**config.mk**
```make
export PLATFORM = sky130hd
export DESIGN_NAME = intreq_hub
export DESIGN_NICKNAME = d
export VERILOG_FILES = /design/src/rtl/intreq_hub_pkg.sv /design/src/rtl/irq_pin_sync.sv /design/src/rtl/irq_ext_flag.sv /design/src/rtl/irq_flag_bank.sv /design/src/rtl/irq_prio_arb.sv /design/src/rtl/intreq_hub.sv
export SDC_FILE = /design/constraint.sdc
export NUM_CORES = 1
export LEC_CHECK = 0
export ABC_AREA = 1
export ABC_CLOCK_PERIOD_IN_PS = 1600
export BUFFER_PORTS_ARGS = -buffer_cell sky130_fd_sc_hd__buf_2
export CORE_ASPECT_RATIO = 0.7
export CORE_MARGIN = 10
export CORE_UTILIZATION = 42
export DETAILED_ROUTE_END_ITERATION = 8
export PLACE_DENSITY_LB_ADDON = 0.05
export SETUP_SLACK_MARGIN = 0.3
export SLEW_MARGIN = 25
export SYNTH_ARGS = -nofsm -noshare
export SYNTH_HDL_FRONTEND = slang
export SYNTH_SLANG_ARGS = --single-unit
```
**constraint.sdc**
```tcl
create_clock -name clk -period 1.6 [get_ports clk]
set_input_delay 0.4 -clock clk [delete_from_list [all_inputs] [get_ports clk]]
set_output_delay 0.4 -clock clk [all_outputs]
set_load 0.005 [all_outputs]
```
**src/rtl/intreq_hub_pkg.sv**
```systemverilog
package intreq_hub_pkg;
    localparam int NSRC    = 10;
    localparam int IDXW    = $clog2(NSRC);
    localparam int USB_EVW = 7;

    // fixed source numbering; a lower number wins arbitration
    localparam int S_EXT0  = 0;
    localparam int S_UART2 = 1;
    localparam int S_TMR0  = 2;
    localparam int S_I2C   = 3;
    localparam int S_EXT1  = 4;
    localparam int S_DDC   = 5;
    localparam int S_TMR1  = 6;
    localparam int S_USB   = 7;
    localparam int S_UART  = 8;
    localparam int S_TMR2  = 9;
endpackage

```
**src/rtl/irq_pin_sync.sv**
```systemverilog
module irq_pin_sync #(
    parameter int W      = 2,
    parameter int STAGES = 2
) (
    input  logic         clk,
    input  logic         rst_n,
    input  logic [W-1:0] pin_n,
    output logic [W-1:0] low,
    output logic [W-1:0] fall
);
    typedef struct packed {
        logic [STAGES-1:0][W-1:0] chain;
        logic [W-1:0]             prev;
    } sync_t;

    sync_t d, q;

    always_comb begin
        d          = q;
        d.chain[0] = pin_n;
        for (int i = 1; i < STAGES; i++) begin
            d.chain[i] = q.chain[i-1];
        end
        d.prev = q.chain[STAGES-1];
    end

    always_ff @(posedge clk or negedge rst_n) begin
        if (!rst_n) q <= '1;      // pins idle high
        else        q <= d;
    end

    assign low  = ~q.chain[STAGES-1];
    assign fall = q.prev & ~q.chain[STAGES-1];
endmodule

```
**src/rtl/irq_ext_flag.sv**
```systemverilog
module irq_ext_flag (
    input  logic clk,
    input  logic rst_n,
    input  logic edge_mode,
    input  logic low,
    input  logic fall,
    input  logic alt_sel,
    input  logic alt_evt,
    input  logic hw_clr,
    output logic req
);
    typedef struct packed {
        logic flag;
    } ext_t;

    ext_t d, q;

    always_comb begin
        d = q;
        if (alt_sel) begin
            d.flag = alt_evt | (q.flag & ~hw_clr);
        end else if (edge_mode) begin
            d.flag = fall | (q.flag & ~hw_clr);
        end else begin
            d.flag = low;          // level mode: tracks the pin
        end
    end

    always_ff @(posedge clk or negedge rst_n) begin
        if (!rst_n) q <= '0;
        else        q <= d;
    end

    assign req = q.flag;
endmodule

```
**src/rtl/irq_flag_bank.sv**
```systemverilog
module irq_flag_bank #(
    parameter int W = 4
) (
    input  logic         clk,
    input  logic         rst_n,
    input  logic [W-1:0] set,
    input  logic [W-1:0] hw_clr,
    input  logic [W-1:0] sw_clr,
    output logic [W-1:0] flags
);
    typedef struct packed {
        logic [W-1:0] f;
    } bank_t;

    bank_t d, q;

    always_comb begin
        d = q;
        for (int i = 0; i < W; i++) begin
            d.f[i] = set[i] | (q.f[i] & ~hw_clr[i] & ~sw_clr[i]);
        end
    end

    always_ff @(posedge clk or negedge rst_n) begin
        if (!rst_n) q <= '0;
        else        q <= d;
    end

    assign flags = q.f;
endmodule

```
**src/rtl/irq_prio_arb.sv**
```systemverilog
module irq_prio_arb #(
    parameter int N = 10,
    localparam int IW = $clog2(N)
) (
    input  logic          clk,
    input  logic          rst_n,
    input  logic [N-1:0]  req,
    input  logic          ack,
    input  logic          eos,
    output logic          valid,
    output logic [IW-1:0] idx,
    output logic          busy,
    output logic [N-1:0]  grant
);
    typedef struct packed {
        logic          valid;
        logic          in_svc;
        logic [IW-1:0] idx;
    } arb_t;

    arb_t          d, q;
    logic [IW-1:0] first;
    logic          hit;
    logic          take;

    always_comb begin
        first = '0;
        hit   = 1'b0;
        for (int i = N - 1; i >= 0; i--) begin
            if (req[i]) begin
                first = IW'(i);
                hit   = 1'b1;
            end
        end
    end

    assign take = q.valid & ack;

    always_comb begin
        d = q;
        if (q.valid) begin
            if (ack) begin
                d.valid  = 1'b0;
                d.in_svc = 1'b1;
            end
        end else if (q.in_svc) begin
            if (eos) d.in_svc = 1'b0;
        end else if (hit) begin
            d.valid = 1'b1;
            d.idx   = first;
        end
    end

    always_ff @(posedge clk or negedge rst_n) begin
        if (!rst_n) q <= '0;
        else        q <= d;
    end

    always_comb begin
        for (int i = 0; i < N; i++) begin
            grant[i] = take && (q.idx == IW'(i));
        end
    end

    assign valid = q.valid;
    assign idx   = q.idx;
    assign busy  = q.in_svc;
endmodule

```
**src/rtl/intreq_hub.sv**
```systemverilog
module intreq_hub
    import intreq_hub_pkg::*;
#(
    parameter int SYNC_STAGES = 2,
    parameter int UEW         = USB_EVW
) (
    input  logic            clk,
    input  logic            rst_n,
    input  logic            ext0_n,
    input  logic            ext1_n,
    input  logic            ext0_edge,
    input  logic            ext1_edge,
    input  logic            adc_sel,
    input  logic            adc_done,
    input  logic            uart_req,
    input  logic            uart2_req,
    input  logic            tmr0_ovf,
    input  logic            tmr1_ovf,
    input  logic            tmr2_ovf,
    input  logic            tmr2_ext_evt,
    input  logic            tmr2_ext_en,
    input  logic            i2c_evt,
    input  logic            ddc_ser_evt,
    input  logic            ddc1_evt,
    input  logic            ddc_sw_evt,
    input  logic [UEW-1:0]  usb_evt,
    input  logic [1:0]      sw_clr_tmr2,
    input  logic [1:0]      sw_clr_ddc,
    input  logic [UEW-1:0]  sw_clr_usb,
    input  logic            glob_en,
    input  logic [NSRC-1:0] src_en,
    input  logic            ack,
    input  logic            eos,
    output logic            vec_valid,
    output logic [IDXW-1:0] vec_idx
);
    localparam int NEXT = 2;
    localparam int HW_W = 4;
    localparam int SW_W = 4 + UEW;

    logic [NEXT-1:0] pin_low, pin_fall, ext_req, ext_edge, ext_alt_sel, ext_alt_evt, ext_hwclr;
    logic [HW_W-1:0] hw_set, hw_clr, hw_flags;
    logic [SW_W-1:0] sw_set, sw_clr, sw_flags;
    logic [NSRC-1:0] src_req, masked, grant;
    logic            busy;

    irq_pin_sync #(.W(NEXT), .STAGES(SYNC_STAGES)) u_sync (
        .clk   (clk),
        .rst_n (rst_n),
        .pin_n ({ext1_n, ext0_n}),
        .low   (pin_low),
        .fall  (pin_fall)
    );

    assign ext_edge    = {ext1_edge, ext0_edge};
    assign ext_alt_sel = {adc_sel, 1'b0};
    assign ext_alt_evt = {adc_done, 1'b0};
    assign ext_hwclr   = {grant[S_EXT1], grant[S_EXT0]};

    for (genvar g = 0; g < NEXT; g++) begin : g_ext
        irq_ext_flag u_flag (
            .clk       (clk),
            .rst_n     (rst_n),
            .edge_mode (ext_edge[g]),
            .low       (pin_low[g]),
            .fall      (pin_fall[g]),
            .alt_sel   (ext_alt_sel[g]),
            .alt_evt   (ext_alt_evt[g]),
            .hw_clr    (ext_hwclr[g]),
            .req       (ext_req[g])
        );
    end

    // bank of flags cleared by taking the vector: tmr0, i2c, tmr1, ddc serial
    assign hw_set = {ddc_ser_evt, tmr1_ovf, i2c_evt, tmr0_ovf};
    assign hw_clr = {grant[S_DDC], grant[S_TMR1], grant[S_I2C], grant[S_TMR0]};

    irq_flag_bank #(.W(HW_W)) u_hw_bank (
        .clk    (clk),
        .rst_n  (rst_n),
        .set    (hw_set),
        .hw_clr (hw_clr),
        .sw_clr ('0),
        .flags  (hw_flags)
    );

    // bank of flags cleared only by software:
    // [0] tmr2 ovf, [1] tmr2 ext, [2] ddc1, [3] ddc switch, [4+] usb events
    assign sw_set = {usb_evt, ddc_sw_evt, ddc1_evt, tmr2_ext_evt & tmr2_ext_en, tmr2_ovf};
    assign sw_clr = {sw_clr_usb, sw_clr_ddc, sw_clr_tmr2};

    irq_flag_bank #(.W(SW_W)) u_sw_bank (
        .clk    (clk),
        .rst_n  (rst_n),
        .set    (sw_set),
        .hw_clr ('0),
        .sw_clr (sw_clr),
        .flags  (sw_flags)
    );

    always_comb begin
        src_req          = '0;
        src_req[S_EXT0]  = ext_req[0];
        src_req[S_UART2] = uart2_req;
        src_req[S_TMR0]  = hw_flags[0];
        src_req[S_I2C]   = hw_flags[1];
        src_req[S_EXT1]  = ext_req[1];
        src_req[S_DDC]   = hw_flags[3] | sw_flags[2] | sw_flags[3];
        src_req[S_TMR1]  = hw_flags[2];
        src_req[S_USB]   = |sw_flags[SW_W-1:4];
        src_req[S_UART]  = uart_req;
        src_req[S_TMR2]  = sw_flags[0] | sw_flags[1];
    end

    assign masked = src_req & src_en & {NSRC{glob_en}};

    irq_prio_arb #(.N(NSRC)) u_arb (
        .clk   (clk),
        .rst_n (rst_n),
        .req   (masked),
        .ack   (ack),
        .eos   (eos),
        .valid (vec_valid),
        .idx   (vec_idx),
        .busy  (busy),
        .grant (grant)
    );
endmodule

```
* Word-level counts from Yosys, hierarchy flattened *
Cells that the tools add are included.

word-level totals
  input port bits = 50
  flip-flop bits (word level) = 29

cells by class
  equal/unequal tests = 6
  reductions and logical operators = 9
  muxes and demuxes = 29
  bitwise logic cells = 63

operators with widths
  operator              count
  $mux W4               10
  $or A1 B1 Y1          21
  $and A10 B10 Y10      2
  $and A1 B1 Y1         19
  $not A1 Y1            19
  $mux W1               17
  $eq A4 B3 Y1 const B  3
  $eq A4 B2 Y1 const B  2
  $reduce_or A7 Y1      1
  $logic_and A1 B1 Y1   6
  $logic_not A4 Y1      1
  $mux W2               2
  $reduce_and A3 Y1     1
  $and A2 B2 Y2         1
  $ne A2 B2 Y1 const B  1
  $not A2 Y2            1

* Depth between registers and ports, before layout *
  depth after elaboration = 17
  depth in mapped cells = 13
  gate-level depth less buffers = 12

* Modules after synthesis *
Synthesis repeated with hierarchy kept, for this count alone.

second synthesis, totals
  cell total of the unflattened synthesis = 234
  area, all modules = 1581.5 um^2

modules (own cells, without submodules)
  module                      times used  area each (um^2)  cells each  sequential area each (um^2)
  irq_flag_bank at u_sw_bank  1           495.5             66          275.3
  irq_prio_arb                1           452.9             74          150.1
  irq_pin_sync                1           185.2             12          157.7
  irq_flag_bank at u_hw_bank  1           180.2             24          100.1
  irq_ext_flag                2           72.6              13          25.0
  intreq_hub                  1           122.6             32          0.0

* Worst setup path before layout *
Ideal clock, no wire load.

  kind = in2reg
  start = in glob_en
  end = reg u_arb.q (netlist bit u_arb.idx[1])
  library setup time = 117 ps
  path buffers = 1
  setup slack = 255 ps
  required time = 1483 ps
  stages = 11
  arrival time = 1228 ps
  path through = buf_2 nand2_1 inv_2 o21ai_2 nand2_2 nor2_4 nand3b_2 nand2_4 inv_4 nand3b_2 nand2_1

on the way
  cells in the longest elaborated chain, start to end = 12

RTL lines
  element                      line                text
  start, declared              intreq_hub.sv:30    input logic glob_en,
  $and A10 B10 Y10 (*)         intreq_hub.sv:115   assign masked = src_req & src_en & {NSRC{glob_en}};
  $mux W1 (10 in a row)        irq_prio_arb.sv:30  if (req[i]) begin
  $reduce_and A3 Y1 (no line)  --
  end signal, assigned         irq_prio_arb.sv:55  if (!rst_n) q <= '0;
  end signal, assigned         irq_prio_arb.sv:56  else q <= d;
  end, declared                irq_prio_arb.sv:21  arb_t d, q;

Mark *: on every way between the ends. The rest lies on a longest branch, timed or not.
A chain may end at the register's enable or synchronous reset.

* Worst setup path after layout *
  start = reg u_sw_bank.q (netlist bit u_sw_bank.flags[4])
  end = reg u_arb.q (netlist bit u_arb.idx[1])

on the way
  cells in the longest elaborated chain, start to end = 12

RTL lines
  element                            line                 text
  start, declared                    irq_flag_bank.sv:15  bank_t d, q;
  start signal, assigned             irq_flag_bank.sv:25  if (!rst_n) q <= '0;
  start signal, assigned             irq_flag_bank.sv:26  else q <= d;
  $reduce_or A7 Y1 (*)               intreq_hub.sv:110    src_req[S_USB] = |sw_flags[SW_W-1:4];
  $and A10 B10 Y10 (*) (2 in a row)  intreq_hub.sv:115
  $mux W1 (8 in a row)               irq_prio_arb.sv:30
  $reduce_and A3 Y1 (no line)        --

Marks and branches as above.

==> impl_metrics.json <==
{
  "fmax_mhz": 716,
  "yosysSeqAreaShare": 0.565,
  "critPathMaxFanout": 5,
  "cp-end-kind": "register",
  "slew_headroom": 0.581,
  "yosysWarnings": 0,
  "outcome": "complete, no violations",
  "initial_utilization": 0.450,
  "clock-sinks": 29,
  "preCtsSetupSlack_ns": 0.123,
  "timing.final.crit_share": 0.873,
  "setup_viol": 0,
  "finalHoldViolations": 0,
  "synth_area_leader_cell": "dfrtp_1",
  "grt_usage": 0.118,
  "period_minus_slack_ns": 1.40,
  "finalWirelength_um": 3170,
  "antenna_cells": 0,
  "dp.cells": 232,
  "vias_per_cell": 4.79,
  "synth_area_per_cell_um2": 9.07,
  "setup_tns_ns": 0,
  "cts_root_buf": "clkbuf_8",
  "dp_hpwl_um": 2640,
  "synthDominantCellAreaShare": 0.444,
  "synth.cell_area_mm2": 0.00130,
  "drv_slew": 0,
  "ir_worst_vdd_uv": 686,
  "tightest_slew_ns": 0.628,
  "wire_per_inst_um": 13.2,
  "gp_congestion": 0.847,
  "max-cap-violations": 0,
  "synth_seq_cells": 29,
  "clockBufferDepth": 2,
  "synthFlopType": "dfrtp_1",
  "grt_pass1_vias": 1258,
  "core_area_mm2": 0.00288,
  "skew_ns": 0.00240,
  "pin_count": 55,
  "dieArea_mm2": 0.00575,
  "nNetsFinal": 254,
  "synthTopCellsByArea": "dfrtp_1 (44%), dfstp_2 (12%), nand2_1 (9.8%), inv_1 (6.1%), o21bai_1 (5.8%)",
  "synth.distinct_cells": 25,
  "grt_start_max_net_pins": 30,
  "drive_gt1_frac": 0.405,
  "cts.clk_slew.worst_paths_ns": 0.06,
  "die_w_um": 86.4,
  "fp-row-count": 16,
  "antenna_found_initial": 0,
  "power_density_mw_per_mm2": 1180,
  "htreeDepth": 2,
  "area_growth_pct": 31.9,
  "crit_type": "reg -> reg",
  "ant_nets": 0,
  "async_flop_share": 1.00,
  "drtIter0Drc": 78,
  "hold_path.class": "in -> async",
  "clk_latency_ns": 0.28,
  "crit_arrival_ns": 1.57,
  "grt_pass1_wl_um": 5400,
  "drc": 0,
  "rsz0062_at_grt": "true",
  "synthCells": 143,
  "grt.overflow.total": 0,
  "die_h_um": 66.5,
  "portBuffers": 54,
  "syn_nets": 193,
  "cts_tree": "yes",
  "instances_no_fill": 241,
  "synth-edff-count": 0,
  "dr_total_vias": 1154,
  "leakagePower_nw": 0.947,
  "setup_slack_ns": 0.203,
  "finalPower_mw": 2.02,
  "required_ns": 1.77,
  "cts_buffers": 5,
  "start_kind": "register",
  "firstDrtPassIters": 4
}
## Yosys cell counts, types with 2 or more instances
master / count
nor2_1: 10
inv_1: 21
o21bai_1: 10
o21ai_0: 2
nand3_1: 10
nand2_1: 34
nand3b_2: 2
nor3_1: 2
inv_2: 3
dfrtp_1: 23
dfstp_2: 6
o21ai_2: 2
o21ai_1: 6
## critical path, stage by stage, from the launching register on
cell	delay (ns)
dfrtp_1	0.38
nor2_1	0.10
nand2_1	0.08
o21ai_2	0.17
nand2_2	0.10
nor2_4	0.11
nand3b_4	0.09
nand2_4	0.10
inv_4	0.05
nand3b_2	0.06
nand2_1	0.05
## cell families (layout without fill, tap and decap cells)
kind of cell / after synthesis / in the layout / synth area share
AND/OR/NAND/NOR: 62 / 62 / 0.218
flip-flops: 29 / 29 / 0.565
buffers and inverters: 26 / 88 / 0.0781
AO/OA/AOI/OAI: 26 / 26 / 0.139
## timing repair
item                                    4_1_cts  5_1_grt
setup buffers                                 1        0
pin swaps                                     4        0
resized for setup                             0        0
endpoints found under the setup margin        6        7
hold buffers                                  0        0
## registers in the layout, indices dropped and copies added (netlist names)
register	cells
u_arb.valid	1
u_arb.idx	4
u_sync.d	4
u_arb.busy	1
u_sw_bank.flags	11
u_sync.q	2
u_hw_bank.flags	4
g_ext.u_flag.req	2
## layer usage
| metal | GRT usage | wire (um) |
|---|---|---|
| met5 | 0 | 0 |
| met4 | 0.0585 | 57 |
| met3 | 0.0571 | 250 |
| met2 | 0.191 | 1560 |
| met1 | 0.127 | 1300 |
## stage by stage
step	hold slack [ns]	cell area, um2	utilization
6_report	0.134	1710	0.594
5_1_grt	0.184	1710	0.594
4_1_cts	0.158	1710	0.594
3_5_place_dp	0.347	1620	0.563
3_3_place_gp	0.348	1620	0.563
2_1_floorplan	0.104	1320	-
## where the power goes
group	internal, mW	switching, mW
sequential	0.850	0.0977
clock	0.300	0.267
combinational	0.216	0.290
## final cells by class
cell class | count | area, um2
clock buffer | 6 | 72.6
clock inverter | 2 | 10.0
fill | 271 | 1170
inverter | 25 | 96.3
multi-input combinational | 88 | 477
sequential | 29 | 733
tap | 36 | 45.0
timing repair buffer | 55 | 278
## layout by cell type, fill, tap and decap left out
master / netlist / final
buf_2: 1 / 54
nand2_1: 34 / 33
dfrtp_1: 23 / 23
inv_1: 21 / 21
nand3_1: 10 / 10
o21bai_1: 10 / 10
nor2_1: 10 / 9
o21ai_1: 6 / 6
dfstp_2: 6 / 6
clkbuf_8: 0 / 5
inv_2: 3 / 3
nor3_1: 2 / 2
o21ai_0: 2 / 2
nand2_2: 1 / 2
o21ai_2: 2 / 2
clkinv_2: 0 / 2
o22ai_1: 1 / 1
a211oi_1: 1 / 1
a21oi_1: 1 / 1
nor2_4: 1 / 1
nor2_2: 0 / 1
nand3b_4: 0 / 1
nand2_4: 1 / 1
o31ai_1: 1 / 1
inv_4: 1 / 1
o22ai_2: 1 / 1
a31o_2: 1 / 1
nand3b_2: 2 / 1
nand4_1: 1 / 1
clkbuf_1: 0 / 1
buf_4: 0 / 1
## worst paths after layout
path	startpoint	to	slack, ns	cells past startpoint
max in group asynchronous	rst_n	u_arb.idx[2]	1.05	1
max reg2reg	u_sw_bank.flags[4]	u_arb.idx[1]	0.20	10
max	u_sw_bank.flags[4]	u_arb.idx[1]	0.20	10
min reg2reg	u_sync.d[5]	u_sync.d[1]	0.36	0
min	rst_n	u_sw_bank.flags[6]	0.13	1
min in group clk	ext0_n	u_sync.d[4]	0.22	1
(Power assumes the default switching activity.)
